File: src/rtl/bbt_pkg.sv
package bbt_pkg;
  localparam int OFF_W = 4;

  typedef struct packed {
    logic load;     // line start: preload position
    logic advance;  // second half of a pixel: step position after this cycle
    logic phase;    // phase of the current sample
  } ctrlStrobe_t;

  typedef struct packed {
    logic             largeBlk;
    logic             wideBdr;
    logic [OFF_W-1:0] offset;
  } gridCfg_t;
endpackage

File: src/rtl/bbt_ctrl.sv
module bbt_ctrl
  import bbt_pkg::*;
(
  input  logic             clk,
  input  logic             rstN,
  input  logic             lineStart,
  input  logic             largeBlock,
  input  logic             wideBorder,
  input  logic [OFF_W-1:0] blockOffset,
  output ctrlStrobe_t      strb,
  output gridCfg_t         activeCfg
);
  logic     phaseQ;
  gridCfg_t cfgQ;
  gridCfg_t cfgIn;
  logic     curPhase;

  assign cfgIn = '{largeBlk: largeBlock, wideBdr: wideBorder, offset: blockOffset};

  // At line start the incoming controls are used at once; otherwise the held copy.
  assign activeCfg = lineStart ? cfgIn : cfgQ;
  assign curPhase  = lineStart ? 1'b0 : phaseQ;

  assign strb.load    = lineStart;
  assign strb.phase   = curPhase;
  assign strb.advance = curPhase;

  always_ff @(posedge clk) begin
    if (!rstN) begin
      phaseQ <= 1'b0;
      cfgQ   <= '0;
    end else begin
      phaseQ <= ~curPhase;
      if (lineStart) cfgQ <= cfgIn;
    end
  end

  // a line always begins on phase 0
  a_r2_start_phase0: assert property (@(posedge clk) disable iff (!rstN)
    lineStart |-> !strb.phase);
  // phase alternates between line starts
  a_r2_alt_hi: assert property (@(posedge clk) disable iff (!rstN)
    strb.phase |=> (lineStart || !strb.phase));
  a_r2_alt_lo: assert property (@(posedge clk) disable iff (!rstN)
    !strb.phase |=> (lineStart || strb.phase));
  // held controls change only after a line start
  a_r7_cfg_hold: assert property (@(posedge clk) disable iff (!rstN)
    !lineStart |=> $stable(cfgQ));
endmodule

File: src/rtl/bbt_datapath.sv
module bbt_datapath
  import bbt_pkg::*;
#(
  parameter int SMALL_BLK  = 8,   // power of two
  parameter int LARGE_BLK  = 16,  // power of two, >= SMALL_BLK
  parameter int NARROW_BDR = 2,   // even
  parameter int WIDE_BDR   = 4    // even
) (
  input  logic        clk,
  input  logic        rstN,
  input  ctrlStrobe_t strb,
  input  gridCfg_t    cfg,
  input  logic        validIn,
  output logic        borderFlag,
  output logic        pixPhase,
  output logic        validOut
);
  localparam int POS_W = $clog2(LARGE_BLK);
  localparam int CW    = (POS_W > OFF_W) ? POS_W : OFF_W;
  localparam int SW    = POS_W + 1;

  logic [POS_W-1:0] posQ;
  logic [POS_W-1:0] curPos;
  logic [POS_W-1:0] loadPos;
  logic [POS_W-1:0] incPos;
  logic [CW-1:0]    sizeMask;
  logic [SW-1:0]    sizeV;
  logic [SW-1:0]    halfV;
  logic             inBorder;

  assign sizeMask = cfg.largeBlk ? CW'(LARGE_BLK - 1) : CW'(SMALL_BLK - 1);
  assign sizeV    = cfg.largeBlk ? SW'(LARGE_BLK) : SW'(SMALL_BLK);
  assign halfV    = cfg.wideBdr ? SW'(WIDE_BDR / 2) : SW'(NARROW_BDR / 2);

  // Offset reduced modulo block width by masking (widths are powers of two)
  assign loadPos = POS_W'(CW'(cfg.offset) & sizeMask);
  assign curPos  = strb.load ? loadPos : posQ;
  assign incPos  = POS_W'((CW'(curPos) + CW'(1)) & sizeMask);

  // Border straddles the edge: half of it at each end of a block
  assign inBorder = ({1'b0, curPos} < halfV) || ({1'b0, curPos} >= (sizeV - halfV));

  always_ff @(posedge clk) begin
    if (!rstN) begin
      posQ       <= '0;
      borderFlag <= 1'b0;
      pixPhase   <= 1'b0;
      validOut   <= 1'b0;
    end else begin
      posQ       <= strb.advance ? incPos : curPos;
      borderFlag <= validIn & inBorder;
      pixPhase   <= strb.phase;
      validOut   <= validIn;
    end
  end

  // position always lies inside the selected block width
  a_r4_pos_in_range: assert property (@(posedge clk) disable iff (!rstN)
    {1'b0, curPos} < sizeV);
  // position holds across the first half of a pixel
  a_r3_hold_first_half: assert property (@(posedge clk) disable iff (!rstN)
    (!strb.advance && !strb.load) |=> $stable(posQ));
  // border mark never appears on an invalid sample
  a_r8_flag_needs_valid: assert property (@(posedge clk) disable iff (!rstN)
    borderFlag |-> validOut);
endmodule

File: src/rtl/bbt_top.sv
module bbt_top
  import bbt_pkg::*;
#(
  parameter int SMALL_BLK  = 8,
  parameter int LARGE_BLK  = 16,
  parameter int NARROW_BDR = 2,
  parameter int WIDE_BDR   = 4
) (
  input  logic             clk,
  input  logic             rstN,
  input  logic             lineStart,
  input  logic             sampleValid,
  input  logic             largeBlock,
  input  logic             wideBorder,
  input  logic [OFF_W-1:0] blockOffset,
  output logic             borderFlag,
  output logic             pixPhase,
  output logic             validOut
);
  ctrlStrobe_t strb;
  gridCfg_t    activeCfg;

  bbt_ctrl ctrl_i (
    .clk         (clk),
    .rstN        (rstN),
    .lineStart   (lineStart),
    .largeBlock  (largeBlock),
    .wideBorder  (wideBorder),
    .blockOffset (blockOffset),
    .strb        (strb),
    .activeCfg   (activeCfg)
  );

  bbt_datapath #(
    .SMALL_BLK  (SMALL_BLK),
    .LARGE_BLK  (LARGE_BLK),
    .NARROW_BDR (NARROW_BDR),
    .WIDE_BDR   (WIDE_BDR)
  ) dp_i (
    .clk        (clk),
    .rstN       (rstN),
    .strb       (strb),
    .cfg        (activeCfg),
    .validIn    (sampleValid),
    .borderFlag (borderFlag),
    .pixPhase   (pixPhase),
    .validOut   (validOut)
  );

  // outputs are quiet on the first cycle after reset
  a_r1_reset_quiet: assert property (@(posedge clk)
    !rstN |=> (!borderFlag && !pixPhase && !validOut));
endmodule

File: config.mk
export PLATFORM = sky130hd
export DESIGN_NAME = bbt_top
export DESIGN_NICKNAME = d
export VERILOG_FILES = /design/src/rtl/bbt_pkg.sv /design/src/rtl/bbt_ctrl.sv /design/src/rtl/bbt_datapath.sv /design/src/rtl/bbt_top.sv
export SDC_FILE = /design/constraint.sdc
export NUM_CORES = 1
export LEC_CHECK = 0
export BUFFER_PORTS_ARGS = -buffer_cell sky130_fd_sc_hd__buf_2
export CAP_MARGIN = 0
export CORE_UTILIZATION = 49
export CTS_BUF_LIST = sky130_fd_sc_hd__clkbuf_2
export DETAILED_ROUTE_END_ITERATION = 12
export GPL_TIMING_DRIVEN = 0
export PLACE_DENSITY_LB_ADDON = 0.3
export SYNTH_ARGS = -nofsm -noshare
export SYNTH_HDL_FRONTEND = slang
export SYNTH_HIERARCHICAL = 1
export SYNTH_SLANG_ARGS = --single-unit
File: constraint.sdc
create_clock -name clk -period 1.6 [get_ports clk]
set_input_delay 0.08 -clock clk [delete_from_list [all_inputs] [get_ports clk]]
set_output_delay 0.08 -clock clk [all_outputs]
set_load 0.03 [all_outputs]
# Yosys cells after proc, flatten, opt, wreduce, memory -nomap -nowiden
# Index checks and enable logic that the tools add are counted.
# W data, S select, Z words.
[totals]
out_inout_bits = 3
regBits = 14
elab_cells = 24
input_bits = 10
[op_classes]
order_cmp = 2
mux = 7
bitwise_logic = 4
reduce_logical = 1
add_sub_neg = 2
[ops]
columns = ["op", "count"]
rows = [
  ["$mux W4", 3],
  ["$and A4 B4 Y4", 2],
  ["$mux W6", 1],
  ["$ge A4 B5 Y1", 1],
  ["$lt A4 B5 Y1", 1],
  ["$mux W5", 1],
  ["$sub A5 B5 Y5", 1],
  ["$add A4 B1 Y4 const B", 1],
  ["$mux W2", 1],
  ["$and A1 B1 Y1", 1],
  ["$logic_or A1 B1 Y1", 1],
  ["$mux W1", 1],
  ["$not A1 Y1", 1],
]

# Depth between registers and ports, before layout
[depth]
depth_word = 7
ltp_mapped = 9
depth_no_buf = 8

# Hierarchy
# The synthesis kept the hierarchy.
[modules_own_cells]
columns = ["module", "seq_area_each_um2", "area_per_inst_um2", "n_inst", "cells_each"]
rows = [
  ["bbt_datapath", 140.1, 429.2, 1, 47],
  ["bbt_ctrl", 140.1, 319.1, 1, 25],
]

# Least setup slack after synthesis
# No wires, ideal clock.
[synth_path]
path_kind = "register to register"
start = "reg ctrl_i/cfgQ[1] (netlist bit)"
end = "reg dp_i.borderFlag"
path_buffers = 0
setup_time_ns = 0.120
stages_incl_launch_ff = 7
path_slack_ns = -0.036
arrival_ns = 1.516
synth_period_minus_slack_ns = 1.636
t_required_ns = 1.480
path_cell_list = "dfxtp_1 > mux2_4 > mux2_2 > ha_1 > a21oi_1 > and3b_1 > o31a_1"
[synth_lines]
columns = ["element", "line_no", "source"]
rows = [
  ["from (decl)", "bbt_ctrl.sv:14", "gridCfg_t cfgQ;"],
  ["from (signal assigned)", "bbt_ctrl.sv:34", "if (lineStart) cfgQ <= cfgIn;"],
  ["to (signal assigned)", "bbt_datapath.sv:51", "borderFlag <= validIn & inBorder;"],
  ["to (decl)", "bbt_datapath.sv:14", "output logic borderFlag,"],
]

==> results.yml <==
status:
  run_status: "complete, but fails checks"
  violations: "negative setup slack"
clocking:
  cts.sinks: 14
  worstSkewPairLatency_ns: 0.27
  root_buffer: "clkbuf_2"
  clk_pin_slew_ns: 0.12
  cts_max_path_buffers: 2
  cts_tree: "built"
  numCtsBuffers: 3
  htreeDepth: 1
timing:
  setup_viol: 2
  tightest_slew_ns: 0.215
  slew_headroom_pct: 85.3
  hold_violations: 0
  fin_crit_ns: 1.67
  worst_slack_ns: -0.0726
  fin_crit_sh_pct: 105
  tns_ns: -0.115
  grt_setup_unrepaired: "yes"
  slew_violations: 0
  clock_skew_ns: 0.0152
  fmax_ghz: 0.598
detailed_routing:
  drtIter0Drc: 4
  firstDrtPassIters: 2
  vias: 511
  drcViolationCount: 0
  drt-vias-per-instance: 4.91
  ant_nets: 0
  wl_um: 1210
  wire_per_inst_um: 11.7
critical_path:
  crit_type: "reg -> reg"
  r2r-start: "ctrl_i/cfgQ[1]"
  worstRegToRegCells: 6
  endpoint: "dp_i/borderFlag"
  timing.rr.end: "dp_i/borderFlag"
  critPathRequiredTime_ns: 1.77
  end_kind: "register"
  cp-start-kind: "register"
  cp.arrival_ns: 1.84
  worstPathMaxFanout: 2
  startpoint: "ctrl_i/cfgQ[1]"
  r2r_setup_slack_ns: -0.07
placed_design:
  hpwl_um: 859
  dp.cells: 98
  gp_congestion: 0.780
  port_buffers: 11
global_routing:
  antenna_found_initial: 0
  grt_pass1_wl_um: 1940
  grt_pass1_vias: 476
  grt_overflow: 0
  grt_usage_pct: 18.1
  grt_max_degree: 16
yosys:
  yosysSeqAreaShare_pct: 37.5
  synthFlopType: "dfxtp_1"
  synthCells: 72
  ys_warn_count: 6
  postSynthAreaPerCell_um2: 10.4
  synth_edf_count: 0
  async_flop_share_pct: 0
  synth-seq-cells: 14
  synth_area_um2: 748
  ys_types: 30
  synth_nets: 86
power:
  clock_power_share_pct: 22.8
  irDropWorstVdd_mv: 0.523
  power_frac_seq_pct: 52.6
  power_density_mw_per_mm2: 820
  power.internal_uw: 523
  p_switching_uw: 199
  leakage_uw: 0.000428
  comb_power_share_pct: 24.6
  swShare_pct: 27.5
die:
  core-area_mm2: 0.00137
  fp.dieW_um: 41.1
  rows: 13
  die_y_um: 41.1
  dieArea_mm2: 0.00169
  io_pins: 13
  start_util_pct: 54.8
run:
  max_cap_viol_count: 0
finish:
  fillerInstances: 127
  antennaDiodeCount: 0
  fin_cells: 104
  nets: 104
  drive_above_1_share_pct: 40.4
  utilization_pct: 64.5
  syn_to_final_growth_pct: 17.7
worst_hold_path:
  hold_class: "in -> reg"
logic make-up after synthesis:
logic type                 Yosys count  share of synthesized area (%)
and+or+nand+nor                     26                           22.2
xor gates and xnor gates             2                           2.34
DFF                                 14                           37.5
muxes                                8                           14.9
AOI/OAI and AO/OA                    8                           7.86
buffers and inverters               10                           8.53
adders and majority gates            4                           6.69
stage by stage:
stage          total power (uW)  hold slack [ns]  setup slack [ns]  cell area (um2)
3_5_place_dp                545            0.318           -0.0772              838
3_3_place_gp                541            0.318           -0.0597              838
2_1_floorplan               509            0.202           -0.0175              764
4_1_cts                     724           0.0318           -0.0691              876
6_report                    722           0.0405           -0.0726              881
5_1_grt                     760           0.0295            -0.133              881
repair_timing:
action                                  4_1_cts  5_1_grt
buffers inserted                              2        0
resized for setup                             2        2
hold buffers                                  0        0
cloned                                        0        0
endpoints found under the setup margin        1        3
state kept, by name, summed over array words and instances (netlist names):
name / flops
dp_i/borderFlag: 1
ctrl_i/phaseQ: 1
dp_i/posQ: 4
dp_i/validOut: 1
ctrl_i/cfgQ: 6
dp_i/pixPhase: 1
worst min-delay path by stage:
| stage | startpoint | endpoint | slack [ns] | cells after the start |
|---|---|---|---|---|
| after global placement | sampleValid | dp_i/validOut | 0.32 | 2 |
| after global routing | sampleValid | dp_i/validOut | 0.03 | 2 |
| after detailed placement | sampleValid | dp_i/validOut | 0.32 | 2 |
| after floorplan | rstN | ctrl_i/cfgQ[1] | 0.20 | 1 |
| final | sampleValid | dp_i/validOut | 0.04 | 2 |
| after CTS | sampleValid | dp_i/validOut | 0.03 | 2 |
Yosys cell counts, types with 2 or more instances:
| master | count | area share (%) |
|---|---|---|
| a21oi_1 | 2 | 1.3 |
| buf_6 | 2 | 3.0 |
| mux2_4 | 6 | 12 |
| and2_1 | 9 | 7.5 |
| dfxtp_1 | 14 | 37 |
| nand3_1 | 3 | 2.0 |
| nand2_1 | 4 | 2.0 |
| inv_1 | 5 | 2.5 |
| ha_1 | 4 | 6.7 |
| buf_4 | 3 | 3.0 |
metal layers:
layer | global-route usage, % | routed length [um]
met1 | 22.3 | 606
met2 | 29.3 | 557
met3 | 3.26 | 43
met4 | 10.0 | 5
met5 | 0 | 0
cell type report:
cell class | instances | area [um2] | share of cell area [%]
Tap cell | 15 | 18.8 | 2.13
Inverter | 5 | 18.8 | 2.13
Sequential cell | 14 | 280 | 31.8
Clock buffer | 3 | 15.0 | 1.70
Multi-Input combinational cell | 48 | 429 | 48.7
Clock inverter | 1 | 3.75 | 0.426
Timing Repair Buffer | 13 | 70.1 | 7.95
Buffer | 5 | 45.0 | 5.11
power by group through the flow:
stage | registers [uW] | clock network, uW | logic (uW)
2_1_floorplan | 396 | 0 | 114
3_3_place_gp | 387 | 0 | 154
3_5_place_dp | 388 | 0 | 158
4_1_cts | 380 | 172 | 172
5_1_grt | 383 | 180 | 198
6_report | 380 | 164 | 178
cells in the final DEF (no fill, tap or decap):
cell type / instances
dfxtp_1: 14
buf_2: 11
and2_1: 9
mux2_4: 7
buf_4: 5
inv_1: 5
nand2_1: 4
clkbuf_2: 3
nand3_1: 3
ha_1: 3
buf_6: 2
and2_4: 2
o21ai_2: 2
clkinv_1: 1
and2b_2: 1
nor2b_1: 1
nand2b_4: 1
mux2i_1: 1
xor2_1: 1
nand2b_1: 1
o211a_1: 1
xnor2_1: 1
a21oi_1: 1
a211oi_1: 1
a21oi_2: 1
and3b_1: 1
o31a_1: 1
o22a_1: 1
or3_1: 1
nand4_1: 1
nand3b_1: 1
ha_4: 1
worst max-delay path, cell delays in order, from the launching register on:
cell and delay, ns:
dfxtp_1 0.32, mux2_4 0.27, mux2_4 0.29, ha_4 0.26, a21oi_2 0.04, and3b_1 0.17, o31a_1 0.23
No activity file was read; power rests on OpenSTA's default activity.
